$ cat config.mk
export PLATFORM = sky130hd
export DESIGN_NAME = ldst_expander
export DESIGN_NICKNAME = d
export VERILOG_FILES = /design/src/rtl/ldst_exp_pkg.sv /design/src/rtl/ldst_exp_classify.sv /design/src/rtl/ldst_exp_assemble.sv /design/src/rtl/ldst_exp_stage.sv /design/src/rtl/ldst_expander.sv
export SDC_FILE = /design/constraint.sdc
export NUM_CORES = 1
export LEC_CHECK = 0
export ABC_AREA = 1
export BUFFER_PORTS_ARGS = -buffer_cell sky130_fd_sc_hd__buf_2
export CORE_ASPECT_RATIO = 0.5
export CORE_MARGIN = 4
export CORE_UTILIZATION = 53
export DETAILED_ROUTE_END_ITERATION = 12
export PLACE_DENSITY = 0.85
export SETUP_SLACK_MARGIN = 0.5
export SYNTH_ARGS = -nofsm -noshare
export SYNTH_HDL_FRONTEND = slang
export SYNTH_SLANG_ARGS = --single-unit
$ cat constraint.sdc
create_clock -name clk -period 3.25 [get_ports clk]
set_clock_uncertainty 0.2 [all_clocks]
set_input_delay 0.65 -clock clk [delete_from_list [all_inputs] [get_ports clk]]
set_output_delay 0.65 -clock clk [all_outputs]
set_load 0.02 [all_outputs]
$ cat src/rtl/ldst_exp_pkg.sv
package ldst_exp_pkg;

   localparam int NATIVE_W = 32;
   localparam int SHORT_W  = 16;
   localparam int REG_W    = 3;

   typedef enum logic [3:0] {
      GRP_NONE      = 4'd0,
      GRP_REGOFF_WB = 4'd1,
      GRP_REGOFF_HS = 4'd2,
      GRP_IMM_WB    = 4'd3,
      GRP_IMM_H     = 4'd4,
      GRP_SPREL     = 4'd5,
      GRP_ADDR      = 4'd6,
      GRP_SPADJ     = 4'd7,
      GRP_STACK     = 4'd8,
      GRP_MULTI     = 4'd9
   } grp_e;

   typedef logic [NATIVE_W-1:0] word_t;

   localparam word_t RO_WB_BASE [4] = '{32'hE780_0000, 32'hE7C0_0000,
                                        32'hE790_0000, 32'hE7D0_0000};
   localparam word_t RO_HS_BASE [4] = '{32'hE180_00B0, 32'hE190_00D0,
                                        32'hE190_00B0, 32'hE190_00F0};
   localparam word_t IM_WB_BASE [4] = '{32'hE580_0000, 32'hE590_0000,
                                        32'hE5C0_0000, 32'hE5D0_0000};
   localparam word_t STACK_BASE [4] = '{32'hE92D_0000, 32'hE92D_4000,
                                        32'hE8BD_0000, 32'hE8BD_8000};

   localparam word_t IM_H_LD   = 32'hE1D0_00B0;
   localparam word_t IM_H_ST   = 32'hE1C0_00B0;
   localparam word_t SPREL_LD  = 32'hE59D_0000;
   localparam word_t SPREL_ST  = 32'hE58D_0000;
   localparam word_t ADDR_SP   = 32'hE28D_0F00;
   localparam word_t ADDR_PC   = 32'hE28F_0F00;
   localparam word_t SPADJ_SUB = 32'hE24D_DF00;
   localparam word_t SPADJ_ADD = 32'hE28D_DF00;
   localparam word_t MULTI_LD  = 32'hE8B0_0000;
   localparam word_t MULTI_ST  = 32'hE8A0_0000;

endpackage

$ cat src/rtl/ldst_exp_classify.sv
module ldst_exp_classify
   import ldst_exp_pkg::*;
(
   input  logic [7:0] insn_hi,
   output grp_e       grp
);
   logic [3:0] major;
   logic [3:0] minor;

   assign major = insn_hi[7:4];
   assign minor = insn_hi[3:0];

   always_comb begin
      grp = GRP_NONE;
      unique case (major)
         4'b0101: grp = minor[1] ? GRP_REGOFF_HS : GRP_REGOFF_WB;
         4'b0110,
         4'b0111: grp = GRP_IMM_WB;
         4'b1000: grp = GRP_IMM_H;
         4'b1001: grp = GRP_SPREL;
         4'b1010: grp = GRP_ADDR;
         4'b1011: begin
            if (minor == 4'b0000)
               grp = GRP_SPADJ;
            else if (minor[2:1] == 2'b10)
               grp = GRP_STACK;
            else
               grp = GRP_NONE;
         end
         4'b1100: grp = GRP_MULTI;
         default: grp = GRP_NONE;
      endcase
   end
endmodule

$ cat src/rtl/ldst_exp_assemble.sv
module ldst_exp_assemble
   import ldst_exp_pkg::*;
(
   input  grp_e        grp,
   input  logic [12:0] insn_lo,
   output word_t       word,
   output logic        unsup
);
   word_t rd_lo, rb_lo, ro_lo, rd_hi, rb_hi;
   word_t off5_w, off5_b, off5_h, off8_x4, off8_x1, off7_x1;

   assign rd_lo   = word_t'(insn_lo[REG_W-1:0]) << 12;
   assign rb_lo   = word_t'(insn_lo[2*REG_W-1:REG_W]) << 16;
   assign ro_lo   = word_t'(insn_lo[3*REG_W-1:2*REG_W]);
   assign rd_hi   = word_t'(insn_lo[10:8]) << 12;
   assign rb_hi   = word_t'(insn_lo[10:8]) << 16;
   assign off5_w  = word_t'(insn_lo[10:6]) << 2;
   assign off5_b  = word_t'(insn_lo[10:6]);
   assign off5_h  = (word_t'(insn_lo[8:6]) << 1) | (word_t'(insn_lo[10:9]) << 8);
   assign off8_x4 = word_t'(insn_lo[7:0]) << 2;
   assign off8_x1 = word_t'(insn_lo[7:0]);
   assign off7_x1 = word_t'(insn_lo[6:0]);

   always_comb begin
      word  = '0;
      unsup = 1'b0;
      unique case (grp)
         GRP_REGOFF_WB: word = RO_WB_BASE[insn_lo[11:10]] | rd_lo | rb_lo | ro_lo;
         GRP_REGOFF_HS: word = RO_HS_BASE[insn_lo[11:10]] | rd_lo | rb_lo | ro_lo;
         GRP_IMM_WB:    word = IM_WB_BASE[insn_lo[12:11]] | rd_lo | rb_lo
                               | (insn_lo[12] ? off5_b : off5_w);
         GRP_IMM_H:     word = (insn_lo[11] ? IM_H_LD : IM_H_ST) | rd_lo | rb_lo | off5_h;
         GRP_SPREL:     word = (insn_lo[11] ? SPREL_LD : SPREL_ST) | rd_hi | off8_x4;
         GRP_ADDR:      word = (insn_lo[11] ? ADDR_SP : ADDR_PC) | rd_hi | off8_x1;
         GRP_SPADJ:     word = (insn_lo[7] ? SPADJ_SUB : SPADJ_ADD) | off7_x1;
         GRP_STACK:     word = STACK_BASE[{insn_lo[11], insn_lo[8]}] | off8_x1;
         GRP_MULTI:     word = (insn_lo[11] ? MULTI_LD : MULTI_ST) | rb_hi | off8_x1;
         default: begin
            word  = '0;
            unsup = 1'b1;
         end
      endcase
   end
endmodule

$ cat src/rtl/ldst_exp_stage.sv
module ldst_exp_stage #(
   parameter int WORD_W  = 32,
   parameter bit REG_OUT = 1'b1
) (
   input  logic              clk,
   input  logic              rst_n,
   input  logic              d_valid,
   input  logic [WORD_W-1:0] d_word,
   input  logic              d_unsup,
   output logic              q_valid,
   output logic [WORD_W-1:0] q_word,
   output logic              q_unsup
);
   logic [WORD_W-1:0] gated_word;
   logic              gated_unsup;

   assign gated_word  = d_valid ? d_word : '0;
   assign gated_unsup = d_valid & d_unsup;

   if (REG_OUT) begin : g_reg
      always_ff @(posedge clk) begin
         if (!rst_n) begin
            q_valid <= 1'b0;
            q_word  <= '0;
            q_unsup <= 1'b0;
         end else begin
            q_valid <= d_valid;
            q_word  <= gated_word;
            q_unsup <= gated_unsup;
         end
      end
   end else begin : g_comb
      logic unused_clk;
      assign unused_clk = clk ^ rst_n;
      assign q_valid = d_valid;
      assign q_word  = gated_word;
      assign q_unsup = gated_unsup;
   end
endmodule

$ cat src/rtl/ldst_expander.sv
module ldst_expander #(
   parameter int INSN_W  = 16,
   parameter int WORD_W  = 32,
   parameter bit REG_OUT = 1'b1
) (
   input  logic              clk,
   input  logic              rst_n,
   input  logic              in_valid,
   input  logic [INSN_W-1:0] in_insn,
   output logic              out_valid,
   output logic [WORD_W-1:0] out_word,
   output logic              out_unsup
);
   import ldst_exp_pkg::*;

   if (INSN_W != SHORT_W) begin : g_bad_insn_w
      $error("ldst_expander: INSN_W must be %0d", SHORT_W);
   end
   if (WORD_W != NATIVE_W) begin : g_bad_word_w
      $error("ldst_expander: WORD_W must be %0d", NATIVE_W);
   end

   grp_e  grp;
   word_t comb_word;
   logic  comb_unsup;

   ldst_exp_classify u_classify (
      .insn_hi (in_insn[15:8]),
      .grp     (grp)
   );

   ldst_exp_assemble u_assemble (
      .grp     (grp),
      .insn_lo (in_insn[12:0]),
      .word    (comb_word),
      .unsup   (comb_unsup)
   );

   ldst_exp_stage #(
      .WORD_W  (WORD_W),
      .REG_OUT (REG_OUT)
   ) u_stage (
      .clk     (clk),
      .rst_n   (rst_n),
      .d_valid (in_valid),
      .d_word  (comb_word),
      .d_unsup (comb_unsup),
      .q_valid (out_valid),
      .q_word  (out_word),
      .q_unsup (out_unsup)
   );
endmodule

# ---- Yosys cells after proc, flatten, opt, wreduce, memory -nomap -nowiden
# Index checks and enable logic that the tools add are counted.
dict set report totals {
  reg_bits 34
  elab_cells 77
}
dict set report op_classes {
  n_lt_le_gt_ge 3
  n_eq_ne 18
  n_mux 24
  bitwise 25
  reduce_logical 4
}
# cell n
set op_table {}
lappend op_table {{$pmux 32 s9} 1}
lappend op_table {{$bmux 32 s2} 4}
lappend op_table {{$mux 32} 8}
lappend op_table {{$or 32x15->32} 6}
lappend op_table {{$or 32x19->32} 5}
lappend op_table {{$or 32x8->32} 3}
lappend op_table {{$or 32x3->32} 2}
lappend op_table {{$or 32x32->32} 2}
lappend op_table {{$mux 21} 3}
lappend op_table {{$or 32x10->32} 1}
lappend op_table {{$or 32x7->32} 1}
lappend op_table {{$eq 4x3->1 const B} 7}
lappend op_table {{$eq 4x4->1 const B} 7}
lappend op_table {{$pmux 4 s7} 1}
lappend op_table {{$mux 24} 1}
lappend op_table {{$mux 18} 1}
lappend op_table {{$or 4x10->10} 1}
lappend op_table {{$ge 3x3->1 const B} 3}
lappend op_table {{$not 2->3} 3}
lappend op_table {{$reduce_or 9->1} 1}
lappend op_table {{$eq 4x2->1 const B} 2}
lappend op_table {{$mux 4} 2}
lappend op_table {{$mux 7} 1}
lappend op_table {{$eq 4x1->1 const B} 1}
lappend op_table {{7 further kinds} 7}

# ---- Logic depth before layout (Yosys ltp)
# Gate-level depths: netlist (run 1).
dict set report logic_depth {
  word_depth 8
  mapped_depth 11
  mapped_depth_nobuf 10
}

# ---- By module
# Synthesis (run 1) repeated with hierarchy kept, for this count alone.
dict set report hier_totals {
  cells_unflattened 286
  area_unflattened_um2 1776.7
}
# mod instances cells_per_inst area_per_inst_um2 seq_area_each_um2
set by_module_without_submodules {}
lappend by_module_without_submodules {ldst_exp_stage 1 105 972.2 680.7}
lappend by_module_without_submodules {ldst_exp_assemble 1 146 643.1 0.0}
lappend by_module_without_submodules {ldst_exp_classify 1 35 161.4 0.0}

# ---- Worst setup path before layout (run 1)
# Ideal clock, no wire load.
dict set report synth_path {
  path_kind {input to register}
  start {input port in_insn[9]}
  end {register u_stage.q_word[15]}
  setup_time_ns 0.064
  arrival_ns 1.584
  path_slack_ns 1.402
  stages 11
  n_path_buf 2
  cell_sequence {buf_2 inv_1 nand2_1 nor2_1 nand2_1 buf_4 nand3_1 nor2_1 nand2_1 nand2_1 nor2_1}
}
dict set report synth_via {
  elab_chain_len 6
  word_cells_on_any_way 16
  cone_classes {eq/ne (10); mux (5); reduce/logical (1)}
}
# item line
set synth_rtl {}
lappend synth_rtl {{from (decl)} ldst_expander.sv:9} ;# input logic [INSN_W-1:0] in_insn,
lappend synth_rtl {{$eq 2x2->1} ldst_exp_classify.sv:25} ;# else if (minor[2:1] == 2'b10)
lappend synth_rtl {{$mux 4} ldst_exp_classify.sv:25}
lappend synth_rtl {{$mux 4} ldst_exp_classify.sv:23} ;# if (minor == 4'b0000)
lappend synth_rtl {{$pmux 4 s7 (*)} ldst_exp_classify.sv:15} ;# unique case (major)
lappend synth_rtl {{$eq 4x4->1 (tied with other cells)} ldst_exp_assemble.sv:27} ;# unique case (grp)
lappend synth_rtl {{$pmux 32 s9 (*)} ldst_exp_assemble.sv:27}
lappend synth_rtl {{to (signal assigned)} ldst_exp_stage.sv:28} ;# q_word <= gated_word;
lappend synth_rtl {{to (decl)} ldst_exp_stage.sv:11} ;# output logic [WORD_W-1:0] q_word,
# Mark *: on every way between the ends. The rest lies on a longest branch, timed or not.
# A chain may end at the register's enable or synchronous reset.

# ---- Worst setup path after layout (run 1)
dict set report layout_path {
  start {input port in_insn[12]}
  end {register u_stage.q_word[2]}
}
dict set report layout_via {
  elab_chain_len 8
  word_cells_on_any_way 28
  cone_classes {eq/ne (17); mux (6); bitwise (4); reduce/logical (1)}
}
# item line
set layout_rtl {}
lappend layout_rtl {{$not 2->3 (implied by the code)} ldst_exp_assemble.sv:30} ;# GRP_IMM_WB: word = IM_WB_BASE[insn_lo[12:11]] | rd_lo | rb_lo
lappend layout_rtl {{$bmux 32 s2} ldst_exp_assemble.sv:30}
lappend layout_rtl {{$mux 32 (implied by the code) (2 in a row)} ldst_exp_assemble.sv:30}
lappend layout_rtl {{$or 32x15->32} ldst_exp_assemble.sv:30}
lappend layout_rtl {{$or 32x19->32} ldst_exp_assemble.sv:30}
lappend layout_rtl {{$or 32x32->32} ldst_exp_assemble.sv:31} ;# | (insn_lo[12] ? off5_b : off5_w);
lappend layout_rtl {{$pmux 32 s9 (*)} ldst_exp_assemble.sv:27}
# Mark *: on every way between the ends. The rest lies on a longest branch, timed or not. The select of a mux whose other input is x is not followed.

==> metrics.csv, run 1 <==
metric,value,unit
"Cell Area, Synth",1550,um^2
pre-CTS WS,0.807,ns
post-synthesis sequential area ratio,37.5,%
post_cts resized,0,
status,"finished, final reports clean",
gpl congestion,0.993,
Synth Area in Compound Gates,12.4,%
Area Overhead vs Synth,22.3,%
final net count,316,
Post-Syn Area per Cell,6.19,um^2
"Cell Area, Placed",1780,um^2
RSZ-0062 raised after global routing,no,
Post-Layout Cell Count,335,
synthesized flop and latch total,29,
"Data required, critical path",3.25,ns
Die Ht,46.2,um
WL met2,1.93,mm
Worst EP arrival,2.24,ns
Worst VDD drop,0.000343,V
gr ovfl total,0,
Simple-Gate Fraction of Synth Area,37.8,%
Iteration-0 DRC Markers,220,
Clock Sinks,29,
IO Count,53,
mux cell area share after synthesis,0,%
Final period util,68.9,%
synth unique cells,20,
Synth async-reset ratio,0,%
starting density of the core,57.7,%
num rows,13,
Die Span X,84.4,um
M1 wire length,2.11,mm
final instance area,1890,um^2
number of global-route vias before repair,1539,
CORE AREA,2680,um^2
Synth top area share,37.5,%
Final Max Slew Viols,0,
largest net degree at the start of global routing,21,
die area,3900,um^2
P per Cell Area,469,nW/um^2
number of port buffers,51,
first-pass GRT wire length,7.36,mm
Setup Viol. Count Final,0,
# DRC,0,
Critical Path Source Type,input port,
"top cells by area, synth","dfxtp_1 38%, nand2_1 18%, nor2_1 8.5%",
Num CTS Buffers,5,
final hold vios,0,
Post-Synth XOR/XNOR Area,0,%
top layer in use,met4,
WL per Instance,14.2,um
Crit Path Max Fanout,13,
leak pwr,1.13,nW
share of cells above drive strength 1,21.1,%
Pre-antenna DRT Iters,5,
final worst slack,1.01,ns
max_cap viols,0,
CTS tree,done,
clock tree buffer depth,2,
WL met3,685,um
post-synthesis adder-cell area fraction,0,%
Commonest cells post-synth,"73 x nand2_1, 35 x nor2_1, 29 x dfxtp_1, 29 x inv_1, 25 x nand3_1",
number of flops mapped to enable cells by yosys,0,
htree depth,2,
Crit Path Class,input port to flip-flop,
Worst Setup End Kind,flip-flop,
clk slew on worst S/H paths,0.06,ns
synth warn,0,
cell taking the most area after synthesis,dfxtp_1,
post-CTS setup buffer count,0,
Most used DFF post-synth,dfxtp_1,
largest family of logic cells by synthesized area,simple AND/OR/NAND/NOR gates,
Fin Setup TNS,0,ns
syn nets,269,
DRT Wirelength,4.75,mm
DRT antenna net count,0,
Detail Placement HPWL,3.55,mm
antenna diode count,0,
minimum clock period,2.24,ns
Final Util,70.5,%
DR vias/cell,5.41,
CTS root buffer,clkbuf_8,
initial antenna violation count,0,
measured slew at the worst slew-check pin,0.701,ns
max frequency,0.446,GHz
"count leader, synth",nand2_1,
Inst Count DP,327,
min-delay worst type,input port to flip-flop,
Relative slew margins,53.1,%
vias post-DR,1814,
CTS hold repair buffers,0,
total track usage,24.4,%
Cells after Synth,250,
-- cells by family after synthesis --
family / after synthesis
other cells: 1
simple gates: 141
compound gates: 38
buf+inv: 41
flops: 29
-- per-stage QoR --
stage          power (W)  hold WS [ns]
5_1_grt         0.000925         0.451
4_1_cts         0.000889         0.436
3_5_place_dp    0.000506         0.715
2_1_floorplan   0.000462         0.587
6_report        0.000888         0.438
3_3_place_gp    0.000505         0.713
-- worst paths after layout --
kind                         from  cells past startpoint  slack (ns)                             to
worst max-delay path  in_insn[12]                      9        1.01   u_stage.q_word[2]$_SDFF_PN0_
worst min-delay path   in_insn[2]                      3        0.44  u_stage.q_word[14]$_SDFF_PN0_
-- flip-flops by register name, summed over array words and instances, names as in the netlist --
name and cells:
u_stage.q_word 27, u_stage.q_valid 1, u_stage.q_unsup 1
-- metal layers --
metal | global-route usage, % | vias to the layer above
met3 | 6.07 | 6
met1 | 35.5 | 802
met2 | 37.3 | 130
li1 | - | 876
met5 | 0 | -
met4 | 4.42 | 0
-- cell type report --
cell class / instances / area, um^2
Tap cell: 37 / 46.3
Multi-Input combinational cell: 180 / 782
Clock inverter: 1 / 30.0
Clock buffer: 7 / 86.3
Sequential cell: 29 / 581
Timing Repair Buffer: 51 / 255
Inverter: 30 / 113
Fill cell: 257 / 791
-- power by group --
part	leakage, nW	total [W]	internal [W]	switching, W
Combinational	0.835	0.000133	0.0000389	0.0000941
Clock	0.0585	0.000385	0.000250	0.000136
Sequential	0.236	0.000369	0.000367	0.00000252
Total	1.13	0.000888	0.000655	0.000232
-- critical path, stage by stage --
cell,delay [ns]
buf_2,0.21
nand2_1,0.11
nor2_2,0.23
nand2_1,0.29
nand2_1,0.40
nor2_1,0.10
nor2_1,0.11
nor2_1,0.05
nor2_1,0.08
-- cell usage in the layout, fill, tap and decap left out, types with 2 or more instances in the layout --
cell type / count
nand2_1: 73
buf_2: 51
nor2_1: 35
inv_1: 29
dfxtp_1: 29
nand3_1: 25
a21oi_1: 23
o21ai_0: 13
clkbuf_8: 6
nor2_2: 2
nand2_2: 2
Power figures use the tool's default switching activity.
==> run 2, diff against run 1 <==
--- a/config.mk
+++ b/config.mk
@@ -9,9 +9,9 @@
 export BUFFER_PORTS_ARGS = -buffer_cell sky130_fd_sc_hd__buf_2
 export CORE_ASPECT_RATIO = 0.5
 export CORE_MARGIN = 4
-export CORE_UTILIZATION = 53
+export CORE_UTILIZATION = 49
 export DETAILED_ROUTE_END_ITERATION = 12
-export PLACE_DENSITY = 0.85
+export PLACE_DENSITY = 0.79
 export SETUP_SLACK_MARGIN = 0.5
 export SYNTH_ARGS = -nofsm -noshare
 export SYNTH_HDL_FRONTEND = slang
==> constraint.sdc (replaced) <==
create_clock -name clk -period 2.2 [get_ports clk]
set_clock_uncertainty 0.2 [all_clocks]
set_input_delay 0.44 -clock clk [delete_from_list [all_inputs] [get_ports clk]]
set_output_delay 0.44 -clock clk [all_outputs]
set_load 0.02 [all_outputs]
==> run 2 against run 1 <==
  * Design area is 3.3% higher
  * Clock-buffer cell count stayed put
  * First-iteration DRC count is 5.0% higher
  * Via count is 2.7% lower
  * Global-route usage is 1.9 points lower
  * Critical path depth is 2 higher
  * Largest cell class unchanged
  * Largest power group is now registers
  * Highest routed layer unchanged
==> metrics.csv, run 2 (synthesis results as in run 1) <==
metric,value,unit,change
Final Max Slew Viols,0,,unchanged
Clock Sinks,29,,unchanged
slowest CP cell,nor2_2,,
max reg flops,27,,unchanged
CTS root buffer,clkbuf_8,,
largest net degree at the start of global routing,20,,-4.8%
vias post-DR,1765,,-2.7%
Filler cells,305,,+19%
leak pwr,1.14,nW,+1.1%
gpl congestion,0.949,,-4.4%
max frequency,0.624,GHz,
Worst EP arrival,1.63,ns,-0.61 ns
Area Overhead vs Synth,26.4,%,
P per Cell Area,605,nW/um^2,+29%
combinational share of power,17.6,%,+2.6 points
CTS tree,done,,
Die Span X,87.5,um,+3.6%
worst path cell trace,"buf_2, inv_1, nor2_2, nand2_2, inv_1, nand2_1, nand2_1, nor2_1, nand3_1, nand2_1, inv_1",,
P_sw,0.000328,W,+41%
P_int,0.000855,W,+30%
"Data required, critical path",2.23,ns,-1.02 ns
Detail Placement HPWL,3.48,mm,-1.9%
clk slew on worst S/H paths,0.06,ns,about the same
CP Buf/Inv Count,4,,+3
Num CTS Buffers,5,,unchanged
"commonest non-fill, non-tap cell in the layout",nand2_1,,
"delay-heaviest family, CP",simple AND/OR/NAND/NOR gates,,
total track usage,22.5,%,-1.9 points
max_cap viols,0,,unchanged
DR vias/cell,5.15,,-5.0%
Fin Setup TNS,0,ns,unchanged
Crit Path Max Fanout,8,,-5
sequential share of power,46.1,%,+4.5 points
num rows,14,,+1
clock tree buffer depth,2,,unchanged
RSZ-0062 raised after global routing,no,,
min-delay worst type,input port to flip-flop,,
die area,4180,um^2,+7.0%
Biggest register,u_stage.q_word,,
Iteration-0 DRC Markers,231,,+5.0%
antenna diode count,0,,unchanged
DRT antenna net count,0,,unchanged
number of global-route vias before repair,1494,,-2.9%
final net count,322,,+1.9%
status,"finished, final reports clean",,
DRT Wirelength,4.63,mm,-2.4%
hold path start,in_insn[2],,
IO Count,53,,unchanged
clock group share of total power,36.3,%,-7.1 points
minimum clock period,1.60,ns,
# DRC,0,,unchanged
total power draw,0.00118,W,+33%
final hold vios,0,,unchanged
Critical Path Source Type,input port,,
Pre-antenna DRT Iters,5,,unchanged
htree depth,2,,unchanged
switching share of power,27.7,%,+1.6 points
Top Registers,"u_stage.q_word (27), u_stage.q_unsup (1), u_stage.q_valid (1)",,
Die Ht,47.7,um,+3.3%
CORE AREA,3010,um^2,+12%
Worst VDD drop,0.000354,V,+3.3%
Setup Viol. Count Final,0,,unchanged
WL per Instance,13.5,um,-4.7%
Worst Setup End Kind,flip-flop,,
Max stage delay on crit path,0.26,ns,-0.14 ns
Hold Path Cell Cnt,3,,unchanged
Crit Path Class,input port to flip-flop,,
Final period util,72.8,%,
share of cells above drive strength 1,27.4,%,+6.3 points
first-pass GRT wire length,6.91,mm,-6.1%
initial antenna violation count,0,,unchanged
starting density of the core,51.4,%,-6.3 points
"commonest cells after routing, fill and taps aside","69 x nand2_1, 48 x buf_2, 30 x nor2_1, 29 x dfxtp_1",,
WHS Endpoint,u_stage.q_word[14]$_SDFF_PN0_,,
number of port buffers,51,,unchanged
gr ovfl total,0,,unchanged
[run 2: cell count changes in the layout (fill, tap and decap cells not counted), sizes merged]
cell	change
clkbuf	+3
bufinv	-1
buf	+3
[run 2: worst max path at each step]
| stage | end | startpoint | slack [ns] | cells after the start |
|---|---|---|---|---|
| floorplan | u_stage.q_word[15]$_SDFF_PN0_ | in_insn[9] | 0.56 | 11 |
| global placement | u_stage.q_word[19]$_SDFF_PN0_ | in_insn[12] | 0.25 | 9 |
| detailed placement | u_stage.q_word[15]$_SDFF_PN0_ | in_insn[12] | 0.21 | 9 |
| CTS | u_stage.q_word[19]$_SDFF_PN0_ | in_insn[12] | 0.50 | 9 |
| global route | u_stage.q_word[15]$_SDFF_PN0_ | in_insn[12] | 0.49 | 10 |
| finish | u_stage.q_word[16]$_SDFF_PN0_ | in_insn[15] | 0.60 | 11 |
[run 2: tightest hold or removal path: stages]
cell	delay (ns)
buf_2	0.09
a21oi_1	0.06
nor2_1	0.07
[run 2: what timing repair did]
action / CTS / global route
setup buffers: 0 / 1
setup endpoints to repair: 1 / 20
hold buffers: 0 / 0
pin swaps: 0 / 1
resized for setup: 1 / 20
[run 2: metal layers]
metal  part of all wire (%)  track usage, %  up-vias
met3                     11            7.56        7
li1                       -               -      890
met5                      0               0        -
met2                     42            33.7      103
met4                   0.91            9.48        0
met1                     46            30.2      765
[run 2: through the flow]
| stage | util (%) | setup slack, ns | std cells | hold slack [ns] | cell area, um^2 |
|---|---|---|---|---|---|
| detailed placement | 60.3 | 0.209 | 335 | 0.495 | 1820 |
| floorplan | - | 0.562 | 250 | 0.377 | 1550 |
| CTS | 63.3 | 0.503 | 342 | 0.208 | 1910 |
| global route | 64.9 | 0.494 | 343 | 0.220 | 1960 |
| finish | 64.9 | 0.597 | 343 | 0.211 | 1960 |
| global placement | 60.3 | 0.250 | 335 | 0.484 | 1820 |
[run 2: final cells by class]
| cell class | instances | area, um^2 | share of cell area, % |
|---|---|---|---|
| sequential | 29 | 581 | 29.7 |
| timing repair buffer | 57 | 312 | 15.9 |
| inverter | 30 | 113 | 5.76 |
| clock buffer | 7 | 86.3 | 4.41 |
| tap | 40 | 50.0 | 2.56 |
| multi-input combinational | 180 | 815 | 41.7 |
[run 2: power by group through the flow]
| stage | Sequential (W) | Clock, W | Combinational, W |
|---|---|---|---|
| 2_1_floorplan | 0.000579 | 0 | 0.000103 |
| 3_3_place_gp | 0.000556 | 0 | 0.000196 |
| 3_5_place_dp | 0.000557 | 0 | 0.000195 |
| 4_1_cts | 0.000546 | 0.000439 | 0.000196 |
| 5_1_grt | 0.000547 | 0.000458 | 0.000228 |
| 6_report | 0.000546 | 0.000429 | 0.000208 |
==> run 3, diff against run 2 <==
==> constraint.sdc (replaced) <==
create_clock -name clk -period 1.5 [get_ports clk]
set_clock_uncertainty 0.2 [all_clocks]
set_input_delay 0.3 -clock clk [delete_from_list [all_inputs] [get_ports clk]]
set_output_delay 0.3 -clock clk [all_outputs]
set_load 0.02 [all_outputs]
==> run 3 against run 2 <==
  * The run now fails in clock tree synthesis (4_1_cts)
  * Synthesized cell count is the same
  * Synthesized area unchanged
==> metrics.csv, run 3 <==
metric,value,unit,change
syn nets,269,,unchanged
synth unique cells,20,,unchanged
Post-Synth XOR/XNOR Area,0,%,unchanged
Detail Placement HPWL,4.07,mm,+17%
largest family of logic cells by synthesized area,simple AND/OR/NAND/NOR gates,,
Simple-Gate Fraction of Synth Area,37.8,%,unchanged
number of flops mapped to enable cells by yosys,0,,unchanged
mux cell area share after synthesis,0,%,unchanged
gpl congestion,1.01,,+6.8%
"count leader, synth",nand2_1,,
Commonest cells post-synth,"73 x nand2_1, 35 x nor2_1, 29 x dfxtp_1, 29 x inv_1, 25 x nand3_1",,
Most used DFF post-synth,dfxtp_1,,
Last stage,clock tree synthesis (4_1_cts),,
CTS hold repair buffers,0,,unchanged
Synth Area in Compound Gates,12.4,%,unchanged
"Cell Area, Synth",1550,um^2,unchanged
IO Count,53,,unchanged
synth warn,0,,unchanged
post_cts resized,201,,+200
synthesized flop and latch total,29,,unchanged
Synth top area share,37.5,%,unchanged
pre-CTS WS,-0.225,ns,-0.434 ns
Clock Sinks,29,,unchanged
Num CTS Buffers,5,,unchanged
number of port buffers,51,,unchanged
cell taking the most area after synthesis,dfxtp_1,,
"top cells by area, synth","dfxtp_1 38%, nand2_1 18%, nor2_1 8.5%",,
num rows,14,,unchanged
Post-Syn Area per Cell,6.19,um^2,unchanged
post-synthesis sequential area ratio,37.5,%,unchanged
clock tree buffer depth,2,,unchanged
Die Ht,47.7,um,unchanged
post-synthesis adder-cell area fraction,0,%,unchanged
status,did not finish,,
starting density of the core,51.4,%,unchanged
Die Span X,87.5,um,unchanged
Halt Reason,[ERROR DPL-0033] detailed placement checks failed during check placement.,,
Synth async-reset ratio,0,%,unchanged
htree depth,2,,unchanged
Cells after Synth,250,,unchanged
post-CTS setup buffer count,13,,+13
CTS root buffer,clkbuf_8,,
run 3: cell counts after synthesis:
Identical to the previous run, type by type.
run 3: logic make-up after synthesis:
logic type / after synthesis
AO/OA/AOI/OAI: 38
buffers and inverters: 41
flip-flops: 29
other: 1
AND/OR/NAND/NOR: 141
run 3: metrics by stage:
| step | area [um^2] | std cells | hold WS [ns] |
|---|---|---|---|
| detailed placement | 2160 | 369 | 0.352 |
| global placement | 2160 | 369 | 0.343 |
| floorplan | 1680 | 250 | 0.237 |
==> run 4, diff against run 3 <==
--- a/config.mk
+++ b/config.mk
@@ -7,12 +7,10 @@
 export LEC_CHECK = 0
 export ABC_AREA = 1
 export BUFFER_PORTS_ARGS = -buffer_cell sky130_fd_sc_hd__buf_2
-export CORE_ASPECT_RATIO = 0.5
 export CORE_MARGIN = 4
-export CORE_UTILIZATION = 49
+export CORE_UTILIZATION = 40
 export DETAILED_ROUTE_END_ITERATION = 12
-export PLACE_DENSITY = 0.79
-export SETUP_SLACK_MARGIN = 0.5
+export PLACE_DENSITY_LB_ADDON = 0.15
 export SYNTH_ARGS = -nofsm -noshare
 export SYNTH_HDL_FRONTEND = slang
 export SYNTH_SLANG_ARGS = --single-unit
==> run 4 against run 3 <==
  * The flow now finishes without violations
==> metrics.csv, run 4 (synthesis results as in run 1) <==
metric,value,unit,change
clock tree buffer depth,2,,unchanged
P_sw,0.000486,W,
final hold vios,0,,
DRT antenna net count,0,,
first-pass GRT wire length,7.89,mm,
leak pwr,1.32,nW,
initial antenna violation count,0,,
WL per Instance,12.1,um,
final hold slack,0.0813,ns,
max_cap viols,0,,
Worst Setup End Kind,flip-flop,,
Worst EP arrival,1.38,ns,
total power draw,0.00196,W,
Top Registers,"u_stage.q_word (27), u_stage.q_unsup (1), u_stage.q_valid (1)",,
Pre-antenna DRT Iters,4,,
minimum clock period,1.37,ns,
Die Ht,70.2,um,+47%
P_int,0.00147,W,
Crit Path Class,input port to flip-flop,,
Die Span X,70.2,um,-20%
min-delay worst type,input port to flip-flop,,
Final Max Slew Viols,0,,
CORE AREA,3690,um^2,
IO Count,53,,unchanged
"commonest cells after routing, fill and taps aside","70 x nand2_1, 51 x buf_2, 38 x buf_4, 34 x nor2_1",,
switching share of power,24.9,%,
Final period util,91.6,%,
Critical Path Source Type,input port,,
sequential share of power,40.9,%,
Reg area,581,um^2,
"Data required, critical path",1.50,ns,
share of cells above drive strength 1,31.5,%,
DRT Wirelength,4.63,mm,
Crit Path Max Fanout,7,,
Num CTS Buffers,5,,unchanged
combinational share of power,17.7,%,
die area,4930,um^2,
Filler cells,386,,
Detail Placement HPWL,3.74,mm,-8.1%
number of port buffers,51,,unchanged
"commonest non-fill, non-tap cell in the layout",nand2_1,,
CTS root buffer,clkbuf_8,,
post-CTS setup buffer count,0,,-13
"Cell Area, Placed",2080,um^2,-4.0%
final worst slack,0.125,ns,
largest net degree at the start of global routing,20,,
Setup Viol. Count Final,0,,
total track usage,20.0,%,
CTS hold repair buffers,0,,unchanged
gpl congestion,0.967,,-4.6%
max reg flops,27,,
clk slew on worst S/H paths,0.06,ns,
number of global-route vias before repair,1707,,
pre-CTS WS,-0.202,ns,+0.0226 ns
DR vias/cell,4.87,,
CTS tree,done,,
Iteration-0 DRC Markers,128,,
status,"finished, final reports clean",,
gr ovfl total,0,,
Clock Sinks,29,,unchanged
num rows,22,,+8
Fin Setup TNS,0,ns,
starting density of the core,42.0,%,-9.4 points
Worst VDD drop,0.000300,V,
P per Cell Area,882,nW/um^2,
final net count,354,,
clock group share of total power,41.4,%,
final instance area,2220,um^2,
# DRC,0,,
antenna diode count,0,,
max frequency,0.727,GHz,
Biggest register,u_stage.q_word,,
area taken by multi-input logic gates,807,um^2,
htree depth,2,,unchanged
vias post-DR,1870,,
Area Overhead vs Synth,43.3,%,
run 4: worst paths after layout:
check  slack, ns  depth (start not counted)                       endpoint         from
max         0.13                          9   u_stage.q_word[7]$_SDFF_PN0_  in_insn[12]
min         0.08                          3  u_stage.q_word[14]$_SDFF_PN0_   in_insn[2]
run 4: final cells by class:
class                           instances  share of cell area [%]
Timing Repair Buffer                   89                    24.4
Clock inverter                          1                    1.35
Sequential cell                        29                    26.2
Clock buffer                            7                    3.89
Tap cell                               48                    2.71
Multi-Input combinational cell        180                    36.4
Inverter                               30                    5.08
run 4: per-layer routing:
layer | GRT usage (%) | share of wire (%) | up-vias
met5 | 0 | 0 | -
met4 | 8.51 | 2.3 | 0
met3 | 4.89 | 8.9 | 10
met2 | 30.5 | 45 | 88
met1 | 26.7 | 44 | 822
li1 | - | - | 950
run 4: critical path: stages:
cell and delay, ns:
buf_2 0.14, buf_4 0.15, nor2_1 0.11, nand2_1 0.09, buf_4 0.16, buf_4 0.13
nand3_1 0.09, nand2_1 0.06, a21oi_1 0.15
run 4: metrics by stage:
stage	instances	util (%)
3_5_place_dp	376	56.3
4_1_cts	384	59.4
2_1_floorplan	250	-
3_3_place_gp	376	56.3
5_1_grt	384	60.1
6_report	384	60.1
run 4: timing repair:
item                                   in CTS  in global routing
endpoints found under the hold margin       0                  0
resized for setup                           0                  8
setup endpoints to repair                   0                  9
run 4: power by group through the flow:
stage	sequential (W)	combinational, W	clock, W
after global placement	0.000816	0.000339	0
after floorplan	0.000849	0.000151	0
after CTS	0.000800	0.000339	0.000829
after global routing	0.000803	0.000386	0.000854
final	0.000800	0.000347	0.000810
after detailed placement	0.000817	0.000338	0
